===== src/rtl/disp_pkg.sv =====
package disp_pkg;
  localparam int SEG_W  = 8;
  localparam int NIB_W  = 4;
  localparam int ADDR_W = 3;

  typedef struct packed {
    logic              burst;
    logic              hex;
    logic              dec;
    logic              run;
    logic              bank_a;
    logic [ADDR_W-1:0] addr;
  } ctrl_t;

  // segment order g..a
  function automatic logic [6:0] hex_glyph(input logic [NIB_W-1:0] n);
    case (n)
      4'h0: return 7'h3F; 4'h1: return 7'h06; 4'h2: return 7'h5B; 4'h3: return 7'h4F;
      4'h4: return 7'h66; 4'h5: return 7'h6D; 4'h6: return 7'h7D; 4'h7: return 7'h07;
      4'h8: return 7'h7F; 4'h9: return 7'h6F; 4'hA: return 7'h77; 4'hB: return 7'h7C;
      4'hC: return 7'h39; 4'hD: return 7'h5E; 4'hE: return 7'h79; default: return 7'h71;
    endcase
  endfunction

  function automatic logic [6:0] alt_glyph(input logic [NIB_W-1:0] n);
    case (n)
      4'hA: return 7'h40;
      4'hB: return 7'h79;
      4'hC: return 7'h76;
      4'hD: return 7'h38;
      4'hE: return 7'h73;
      4'hF: return 7'h00;
      default: return hex_glyph(n);
    endcase
  endfunction
endpackage


===== src/rtl/disp_wr_sync.sv =====
module disp_wr_sync #(
  parameter int STAGES = 2
) (
  input  logic clk_i,
  input  logic rst_ni,
  input  logic wr_i,
  output logic pulse_o
);
  logic [STAGES-1:0] sync_q;
  logic              prev_q;

  always_ff @(posedge clk_i or negedge rst_ni) begin
    if (!rst_ni) begin
      sync_q <= '0;
      prev_q <= 1'b0;
    end else begin
      sync_q <= {sync_q[STAGES-2:0], wr_i};
      prev_q <= sync_q[STAGES-1];
    end
  end

  assign pulse_o = sync_q[STAGES-1] & ~prev_q;
endmodule


===== src/rtl/disp_ctrl_seq.sv =====
module disp_ctrl_seq import disp_pkg::*; #(
  parameter int N_DIG = 8,
  parameter int IDX_W = $clog2(N_DIG)
) (
  input  logic             clk_i,
  input  logic             rst_ni,
  input  logic             pulse_i,
  input  logic             mode_i,
  input  logic [SEG_W-1:0] data_i,
  output ctrl_t            ctrl_o,
  output logic             we_o,
  output logic [IDX_W-1:0] widx_o,
  output logic             burst_act_o,
  output logic             armed_o,
  output logic [IDX_W-1:0] cnt_o
);
  localparam logic [IDX_W-1:0] LAST = IDX_W'(N_DIG - 1);

  ctrl_t            ctrl_q;
  logic             burst_q, armed_q;
  logic [IDX_W-1:0] cnt_q;
  logic             ctrl_wr, data_wr;

  assign ctrl_wr = pulse_i & mode_i;
  assign data_wr = pulse_i & ~mode_i;

  always_ff @(posedge clk_i or negedge rst_ni) begin
    if (!rst_ni) begin
      ctrl_q  <= '0;
      burst_q <= 1'b0;
      armed_q <= 1'b0;
      cnt_q   <= '0;
    end else if (ctrl_wr) begin
      ctrl_q  <= ctrl_t'(data_i);
      burst_q <= data_i[SEG_W-1];
      armed_q <= ~data_i[SEG_W-1];
      cnt_q   <= '0;
    end else if (data_wr) begin
      if (burst_q) begin
        cnt_q <= cnt_q + 1'b1;
        if (cnt_q == LAST) burst_q <= 1'b0;
      end else begin
        armed_q <= 1'b0;
      end
    end
  end

  assign we_o        = data_wr & (burst_q | armed_q);
  assign widx_o      = burst_q ? cnt_q : IDX_W'(ctrl_q.addr);
  assign ctrl_o      = ctrl_q;
  assign burst_act_o = burst_q;
  assign armed_o     = armed_q;
  assign cnt_o       = cnt_q;
endmodule


===== src/rtl/disp_digit_store.sv =====
module disp_digit_store import disp_pkg::*; #(
  parameter int N_DIG = 8,
  parameter int IDX_W = $clog2(N_DIG)
) (
  input  logic             clk_i,
  input  logic             rst_ni,
  input  logic             we_i,
  input  logic [IDX_W-1:0] widx_i,
  input  logic [SEG_W-1:0] wdata_i,
  input  logic             dec_i,
  input  logic             bank_a_i,
  input  logic             hex_i,
  input  logic             blank_i,
  input  logic [IDX_W-1:0] rd_idx_i,
  output logic [SEG_W-1:0] seg_o
);
  logic [N_DIG-1:0][NIB_W-1:0] nib_a_v, nib_b_v;
  logic [N_DIG-1:0][SEG_W-1:0] raw_v;
  logic [N_DIG-1:0]            dp_v, dec_v;

  for (genvar g = 0; g < N_DIG; g++) begin : g_dig
    logic [NIB_W-1:0] a_q, b_q;
    logic [SEG_W-1:0] raw_q;
    logic             dp_q, dec_q;
    logic             hit;

    assign hit = we_i && (widx_i == IDX_W'(g));

    always_ff @(posedge clk_i or negedge rst_ni) begin
      if (!rst_ni) begin
        a_q   <= '0;
        b_q   <= '0;
        raw_q <= '0;
        dp_q  <= 1'b0;
        dec_q <= 1'b0;
      end else if (hit) begin
        dec_q <= dec_i;
        if (dec_i) begin
          if (bank_a_i) a_q <= wdata_i[NIB_W-1:0];
          else          b_q <= wdata_i[NIB_W-1:0];
          dp_q <= ~wdata_i[SEG_W-1];  // point is active low on input
        end else begin
          raw_q <= wdata_i;
        end
      end
    end

    assign nib_a_v[g] = a_q;
    assign nib_b_v[g] = b_q;
    assign raw_v[g]   = raw_q;
    assign dp_v[g]    = dp_q;
    assign dec_v[g]   = dec_q;
  end

  logic [NIB_W-1:0] nib;
  logic [6:0]       glyph;
  logic [SEG_W-1:0] seg;

  always_comb begin
    nib   = bank_a_i ? nib_a_v[rd_idx_i] : nib_b_v[rd_idx_i];
    glyph = hex_i ? hex_glyph(nib) : alt_glyph(nib);
    seg   = dec_v[rd_idx_i] ? {dp_v[rd_idx_i], glyph} : raw_v[rd_idx_i];
    seg_o = blank_i ? '0 : seg;
  end
endmodule


===== src/rtl/disp_wr_ctrl.sv =====
module disp_wr_ctrl import disp_pkg::*; #(
  parameter int N_DIG       = 8,
  parameter int SYNC_STAGES = 2,
  parameter int IDX_W       = $clog2(N_DIG)
) (
  input  logic             clk_i,
  input  logic             rst_ni,
  input  logic             wr_i,
  input  logic             mode_i,
  input  logic [SEG_W-1:0] data_i,
  input  logic [IDX_W-1:0] rd_idx_i,
  output logic [SEG_W-1:0] seg_o,
  output logic             blank_o
);
  logic             wr_pulse, data_we, burst_act, armed;
  logic [IDX_W-1:0] widx, burst_cnt;
  ctrl_t            ctrl_q;

  disp_wr_sync #(.STAGES(SYNC_STAGES)) u_sync (
    .clk_i  (clk_i),
    .rst_ni (rst_ni),
    .wr_i   (wr_i),
    .pulse_o(wr_pulse)
  );

  disp_ctrl_seq #(.N_DIG(N_DIG), .IDX_W(IDX_W)) u_seq (
    .clk_i      (clk_i),
    .rst_ni     (rst_ni),
    .pulse_i    (wr_pulse),
    .mode_i     (mode_i),
    .data_i     (data_i),
    .ctrl_o     (ctrl_q),
    .we_o       (data_we),
    .widx_o     (widx),
    .burst_act_o(burst_act),
    .armed_o    (armed),
    .cnt_o      (burst_cnt)
  );

  assign blank_o = ~ctrl_q.run | burst_act;

  disp_digit_store #(.N_DIG(N_DIG), .IDX_W(IDX_W)) u_store (
    .clk_i   (clk_i),
    .rst_ni  (rst_ni),
    .we_i    (data_we),
    .widx_i  (widx),
    .wdata_i (data_i),
    .dec_i   (ctrl_q.dec),
    .bank_a_i(ctrl_q.bank_a),
    .hex_i   (ctrl_q.hex),
    .blank_i (blank_o),
    .rd_idx_i(rd_idx_i),
    .seg_o   (seg_o)
  );
endmodule


===== config.mk =====
export PLATFORM = sky130hd
export DESIGN_NAME = disp_wr_ctrl
export DESIGN_NICKNAME = d
export VERILOG_FILES = /design/src/rtl/disp_pkg.sv /design/src/rtl/disp_wr_sync.sv /design/src/rtl/disp_ctrl_seq.sv /design/src/rtl/disp_digit_store.sv /design/src/rtl/disp_wr_ctrl.sv
export SDC_FILE = /design/constraint.sdc
export NUM_CORES = 1
export LEC_CHECK = 0
export BUFFER_PORTS_ARGS = -buffer_cell sky130_fd_sc_hd__buf_4
export CAP_MARGIN = 20
export CORE_UTILIZATION = 60
export DETAILED_ROUTE_END_ITERATION = 12
export GPL_ROUTABILITY_DRIVEN = 0
export GPL_TIMING_DRIVEN = 1
export PLACE_DENSITY = 0.86
export SETUP_SLACK_MARGIN = 0.1
export SYNTH_ARGS = -nofsm -noshare
export SYNTH_HDL_FRONTEND = slang
export SYNTH_SLANG_ARGS = --single-unit

===== constraint.sdc =====
create_clock -name clk_i -period 4 [get_ports clk_i]
set_input_delay 0.4 -clock clk_i [delete_from_list [all_inputs] [get_ports clk_i]]
set_output_delay 0.4 -clock clk_i [all_outputs]
set_load 0.005 [all_outputs]

==> results.txt, run 1 <==
Final hold vios: 0
# port buffers: 23
LEAKAGE: 4.115 nW
Die Y: 116.4 um
Pwr Density: 537.4 mW/mm^2
Post-Syn Area: 0.007856 sq mm
Initial DRC count: 410
Async SR Flop Fraction: 100.0%
Synth Instances: 578
DP Area: 0.008132 sq mm
Worst setup SP type: register
Total grt overflow: 0
Core box area: 0.01267 sq mm
Ports: 24
Final Cell Area: 0.008723 sq mm
Max-Cap Viols: 0
Final net count: 617
Drt wl/cell: 22.74 um
Antenna Violating Nets Remaining: 0
Syn Nets: 601
Clock transition at path regs: 60 ps
Hold Slack: 79.18 ps
Clock Latency Late Sink: 430 ps
Largest net degree at the start of global routing: 107
Synth cell types: 54
Post-DP HPWL: 11,390 um
Setup TNS: 0 ps
Num CTS Buffers: 17
CTS Root Cell: clkbuf_16
CTS tree: built
Slew Limit Fails: 0
CP endpoint kind: output pin
Worst Tran Pin Value: 949.4 ps
Routed WL: 17,690 um
Syn Area/Cell: 13.59 sq um
Row Count: 41
Worst Skew: 7.330 ps
Commonest cells after routing, fill and taps aside: dfrtp_1 (159), mux2_1 (126), nand2_1 (38)
Synthesis-stage register bit count: 159
Die W: 116.4 um
Pre-CTS setup slack: 304.4 ps
Slew headroom: 36.71%
WS Path Type: register to output pin
Arrival time worst endpoint: 3300 ps
Post-synth EDFFs: 0
Initial Util: 62.00%
DRC Markers: 0
Peak VDD IR: 0.0002945 V
Commonest non-fill, non-tap cell in the layout: dfrtp_1
Setup violators final: 0
H-tree depth: 4
Fin crit period: 3699 ps
Post-synth top flop: dfrtp_1
Filler cell count: 830
Hold crit path type: input port to async pin
Flop-to-flop setup slack: 1130 ps
Synth-to-Final Area Change: 11.04%
RSZ-0062 raised after global routing: false
Achievable frequency: 270.4 MHz
Crit path max fanout: 6
Global-route wire length before repair: 28,550 um
Yosys warns: 0
CTS Sinks: 159
Drt pass-1 iters: 7
Via count: 5,042
Total power: 4.688 mW
Ant. Diodes: 0
Clock Tree Buf Depth: 2
Register area share after synthesis: 50.65%
Layout cells sized above 1: 19.97%
Total Routing Usage GR: 29.13%
Die area: 0.01356 sq mm
DR vias/cell: 6.481
Vias in the first global route: 5,168
Worst Path Required: 3600 ps
Status: finished, final reports clean
Initial antenna violation count: 0
Final worst slack: 301.3 ps
Final period utilization: 92.47%
final cells by class:
| type | instances | area [sq um] | area share, % |
|---|---|---|---|
| multi-input combinational | 376 | 3682 | 42.21 |
| timing repair buffer | 27 | 210.2 | 2.410 |
| tap | 172 | 215.2 | 2.467 |
| inverter | 13 | 48.80 | 0.5594 |
| clock buffer | 20 | 446.7 | 5.120 |
| sequential | 159 | 3979 | 45.61 |
| clock inverter | 11 | 141.4 | 1.621 |
synth_stat cells, types with 9 or more instances:
cell / count / area (sq um)
a21oi_1: 9 / 45.04
nor2b_1: 11 / 68.82
inv_1: 12 / 45.04
nor2_1: 22 / 82.58
o21ai_0: 21 / 105.1
dfrtp_1: 159 / 3979
nand2_1: 38 / 142.6
mux4_2: 36 / 810.8
clkbuf_1: 18 / 67.56
mux2_1: 126 / 1419
buf_2: 9 / 45.04
mux2_2: 16 / 180.2
mux2i_1: 15 / 150.1
where the power goes:
group	switching, mW	total (mW)	internal (mW)
Clock	0.632	1.62	0.990
Combinational	0.480	0.945	0.464
Sequential	0.208	2.12	1.91
Total	1.32	4.69	3.37
metrics by stage:
step | utilization [%] | instances
2_1_floorplan | - | 578
3_3_place_gp | 64.18 | 747
3_5_place_dp | 64.18 | 747
4_1_cts | 68.82 | 778
5_1_grt | 68.85 | 778
6_report | 68.85 | 778
critical path, cell delays in order (launching register included):
cell	delay [ps]
dfrtp_1	400
mux4_2	470
mux4_2	520
inv_1	150
ha_1	280
nor2_1	110
a221o_1	420
nor4_2	270
a211o_1	140
buf_4	100
what timing repair did:
action,4_1_cts,5_1_grt
hold buffers,0,0
buffers inserted,0,0
endpoints found under the setup margin,0,1
resized for setup,0,1
state kept, by name, indices dropped and copies added, names as in the netlist:
name                 flops
u_seq.armed_o            1
u_seq.burst_act_o        1
u_seq.cnt_o              3
u_seq.ctrl_o             7
u_store.g_dig.a_q       32
u_store.g_dig.b_q       32
u_store.g_dig.dec_q      8
u_store.g_dig.dp_q       8
u_store.g_dig.raw_q     64
u_sync.prev_q            1
u_sync.sync_q            2
kinds of logic (layout without fill, tap and decap cells):
kind of cell               count (synthesis)  after routing  synth area share [%]
buffers and inverters                     43             71                 2.484
and+or+nand+nor                          109            109                 7.008
DFF                                      159            159                 50.65
adders and majority gates                  8              8                 1.274
muxes                                    196            196                 33.29
AOI/OAI and AO/OA                         63             63                 5.304
worst paths after layout:
kind,startpoint,endpoint,cells past startpoint
setup / recovery,u_store.g_dig[6].b_q[0],seg_o[6],9
hold / removal,rst_ni,u_store.g_dig[7].raw_q[5],1
setup reg to reg,u_seq.burst_act_o,u_store.g_dig[3].raw_q[4],6
hold reg to reg,u_sync.sync_q[0],u_sync.sync_q[1],0
max in group asynchronous,rst_ni,u_store.g_dig[3].raw_q[1],2
min in group clk_i,wr_i,u_sync.sync_q[0],1
per-layer routing:
metal | vias to the layer above | GRT usage [%] | part of all wire, %
li1 | 2168 | - | -
met1 | 2615 | 38.90 | 42
met2 | 226 | 46.00 | 50
met3 | 33 | 8.147 | 6.3
met4 | 0 | 10.60 | 2.0
met5 | - | 0 | 0
Power figures use the tool's default switching activity.
==> run 2, diff against run 1 <==
--- a/config.mk
+++ b/config.mk
@@ -8,10 +8,12 @@
 export BUFFER_PORTS_ARGS = -buffer_cell sky130_fd_sc_hd__buf_4
 export CAP_MARGIN = 20
 export CORE_UTILIZATION = 60
+export CTS_BUF_LIST = sky130_fd_sc_hd__clkbuf_2 sky130_fd_sc_hd__clkbuf_4 sky130_fd_sc_hd__clkbuf_8
 export DETAILED_ROUTE_END_ITERATION = 12
 export GPL_ROUTABILITY_DRIVEN = 0
 export GPL_TIMING_DRIVEN = 1
 export PLACE_DENSITY = 0.86
+export RECOVER_POWER = 25
 export SETUP_SLACK_MARGIN = 0.1
 export SYNTH_ARGS = -nofsm -noshare
 export SYNTH_HDL_FRONTEND = slang
==> results.txt, run 2 (synthesized netlist as in run 1, its figures left out) <==
Global-route wire length before repair: 27,430 um (was 28,550 um)
Antenna Violating Nets Remaining: 0 (unchanged)
Met1 GRT Util: 36.89% (was 38.90%)
Commonest non-fill, non-tap cell in the layout: dfrtp_1 (unchanged)
Hold crit path type: input port to register (was input port to async pin)
Worst Tran Pin Value: 2563 ps (was 949.4 ps)
Num CTS Buffers: 17 (unchanged)
CTS Sinks: 159 (unchanged)
Die W: 116.4 um (unchanged)
Die area: 0.01356 sq mm (unchanged)
Ports: 24 (unchanged)
Clock Tree Buf Depth: 2 (unchanged)
Peak VDD IR: 0.0002261 V (was 0.0002945 V)
Commonest cells after routing, fill and taps aside: dfrtp_1 (159), mux2_1 (126), nand2_1 (38) (unchanged)
# port buffers: 23 (unchanged)
Largest registers: u_store.g_dig.raw_q x64, u_store.g_dig.a_q x32, u_store.g_dig.b_q x32 (unchanged)
Total Routing Usage GR: 27.53% (was 29.13%)
Met3 usage: 6.850% (was 8.147%)
CTS tree: built (unchanged)
Worst Path Required: 3600 ps (about the same)
Total power: 4.252 mW (was 4.688 mW)
Arrival time worst endpoint: 3300 ps (about the same)
Max-Cap Viols: 1 (was 0)
RSZ-0062 raised after global routing: false (unchanged)
Pwr Density: 498.3 mW/mm^2 (was 537.4 mW/mm^2)
Final period utilization: 92.44% (was 92.47%)
CTS Root Cell: clkbuf_8 (was clkbuf_16)
Initial Util: 62.00% (unchanged)
DR vias/cell: 6.350 (was 6.481)
Final hold vios: 0 (unchanged)
Initial DRC count: 454 (was 410)
Via count: 4,940 (was 5,042)
Layout cells sized above 1: 20.30% (was 19.97%)
Fin crit period: 3698 ps (was 3699 ps)
Status: finished, violations left (was finished, final reports clean)
Slew Limit Fails: 107 (was 0)
Max reg flops: 64 (unchanged)
LEAKAGE: 4.032 nW (was 4.115 nW)
Initial antenna violation count: 0 (unchanged)
Crit path max fanout: 6 (unchanged)
Slew headroom: -70.84% (was 36.71%)
Ant. Diodes: 0 (unchanged)
# Post-CTS Setup Buffers: 0 (unchanged)
Post-CTS Hold Buffers: 0 (unchanged)
Filler cell count: 856 (was 830)
Setup violators final: 0 (unchanged)
Final net count: 617 (unchanged)
Setup TNS: 0 ps (unchanged)
M2 GR Usage: 43.94% (was 46.00%)
H-tree depth: 4 (unchanged)
Largest reg by FF count: u_store.g_dig.raw_q (unchanged)
Core box area: 0.01267 sq mm (unchanged)
CP endpoint kind: output pin (unchanged)
Routed WL: 16,830 um (was 17,690 um)
DRC Markers: 0 (unchanged)
Vias in the first global route: 5,156 (was 5,168)
Post-DP HPWL: 11,390 um (unchanged)
Largest net degree at the start of global routing: 107 (unchanged)
Synth-to-Final Area Change: 8.616% (was 11.04%)
WS Path Type: register to output pin (unchanged)
Clock transition at path regs: 80 ps (was 60 ps)
Drt pass-1 iters: 4 (was 7)
Worst Skew: 12.65 ps (was 7.330 ps)
Die Y: 116.4 um (unchanged)
Failing checks: max-capacitance violations, max-slew violations
Total grt overflow: 0 (unchanged)
Row Count: 41 (unchanged)
Achievable frequency: 270.4 MHz (about the same)
Gr busiest metal: met2 (unchanged)
CTS-repair resized insts: 0 (unchanged)
Worst setup SP type: register (unchanged)
Clock Latency Late Sink: 450 ps (was 430 ps)
Drt wl/cell: 21.63 um (was 22.74 um)
## run 2: worst paths after layout
kind                                          from                        end  slack, ps  depth (start not counted)
setup / recovery           u_store.g_dig[3].a_q[0]                   seg_o[6]        300                          9
hold / removal                                wr_i           u_sync.sync_q[0]         80                          1
max in group asynchronous                   rst_ni    u_store.g_dig[6].b_q[2]       1770                          1
setup reg to reg                 u_seq.burst_act_o  u_store.g_dig[3].raw_q[4]       1220                          6
hold reg to reg                   u_sync.sync_q[0]           u_sync.sync_q[1]        350                          0
min in group asynchronous                   rst_ni  u_store.g_dig[5].raw_q[1]        740                          1
## run 2: through the flow
step / instances / utilization (%) / worst slack (ps) / hold slack [ps] / cell area (sq um)
2_1_floorplan: 578 / - / 371.8 / 104.4 / 7856
3_3_place_gp: 747 / 64.18 / 470.5 / 339.2 / 8132
3_5_place_dp: 747 / 64.18 / 304.4 / 334.7 / 8132
4_1_cts: 778 / 67.36 / 269.7 / 25.80 / 8536
5_1_grt: 778 / 67.34 / 170.2 / 53.10 / 8533
6_report: 778 / 67.34 / 302.4 / 77.33 / 8533
## run 2: final cells by class
cell class	count	area, sq um	share of cell area (%)
tap	172	215.2	2.522
sequential	159	3979	46.63
multi-input combinational	376	3682	43.15
clock buffer	20	262.8	3.079
timing repair buffer	27	203.9	2.390
clock inverter	11	141.4	1.657
inverter	13	48.80	0.5718
## run 2: layer usage
layer / wire length, um / vias to the layer above
met5: 0 / -
met4: 386 / 0
met3: 1040 / 34
met2: 8359 / 151
met1: 7038 / 2586
li1: - / 2169
## run 2: worst max-delay path, cell delays in order (launching register included)
cell,delay [ps]
dfrtp_1,410
mux4_2,470
mux4_2,500
inv_1,140
ha_1,280
nor2_1,110
a221o_1,420
nor4_2,270
a211o_1,140
buf_4,110
## run 2: where the power goes
group	internal [mW]	switching (mW)	leakage (nW)
sequential	1.91	0.197	2.09
clock	0.640	0.576	0.201
combinational	0.463	0.465	1.74
total	3.01	1.24	4.03
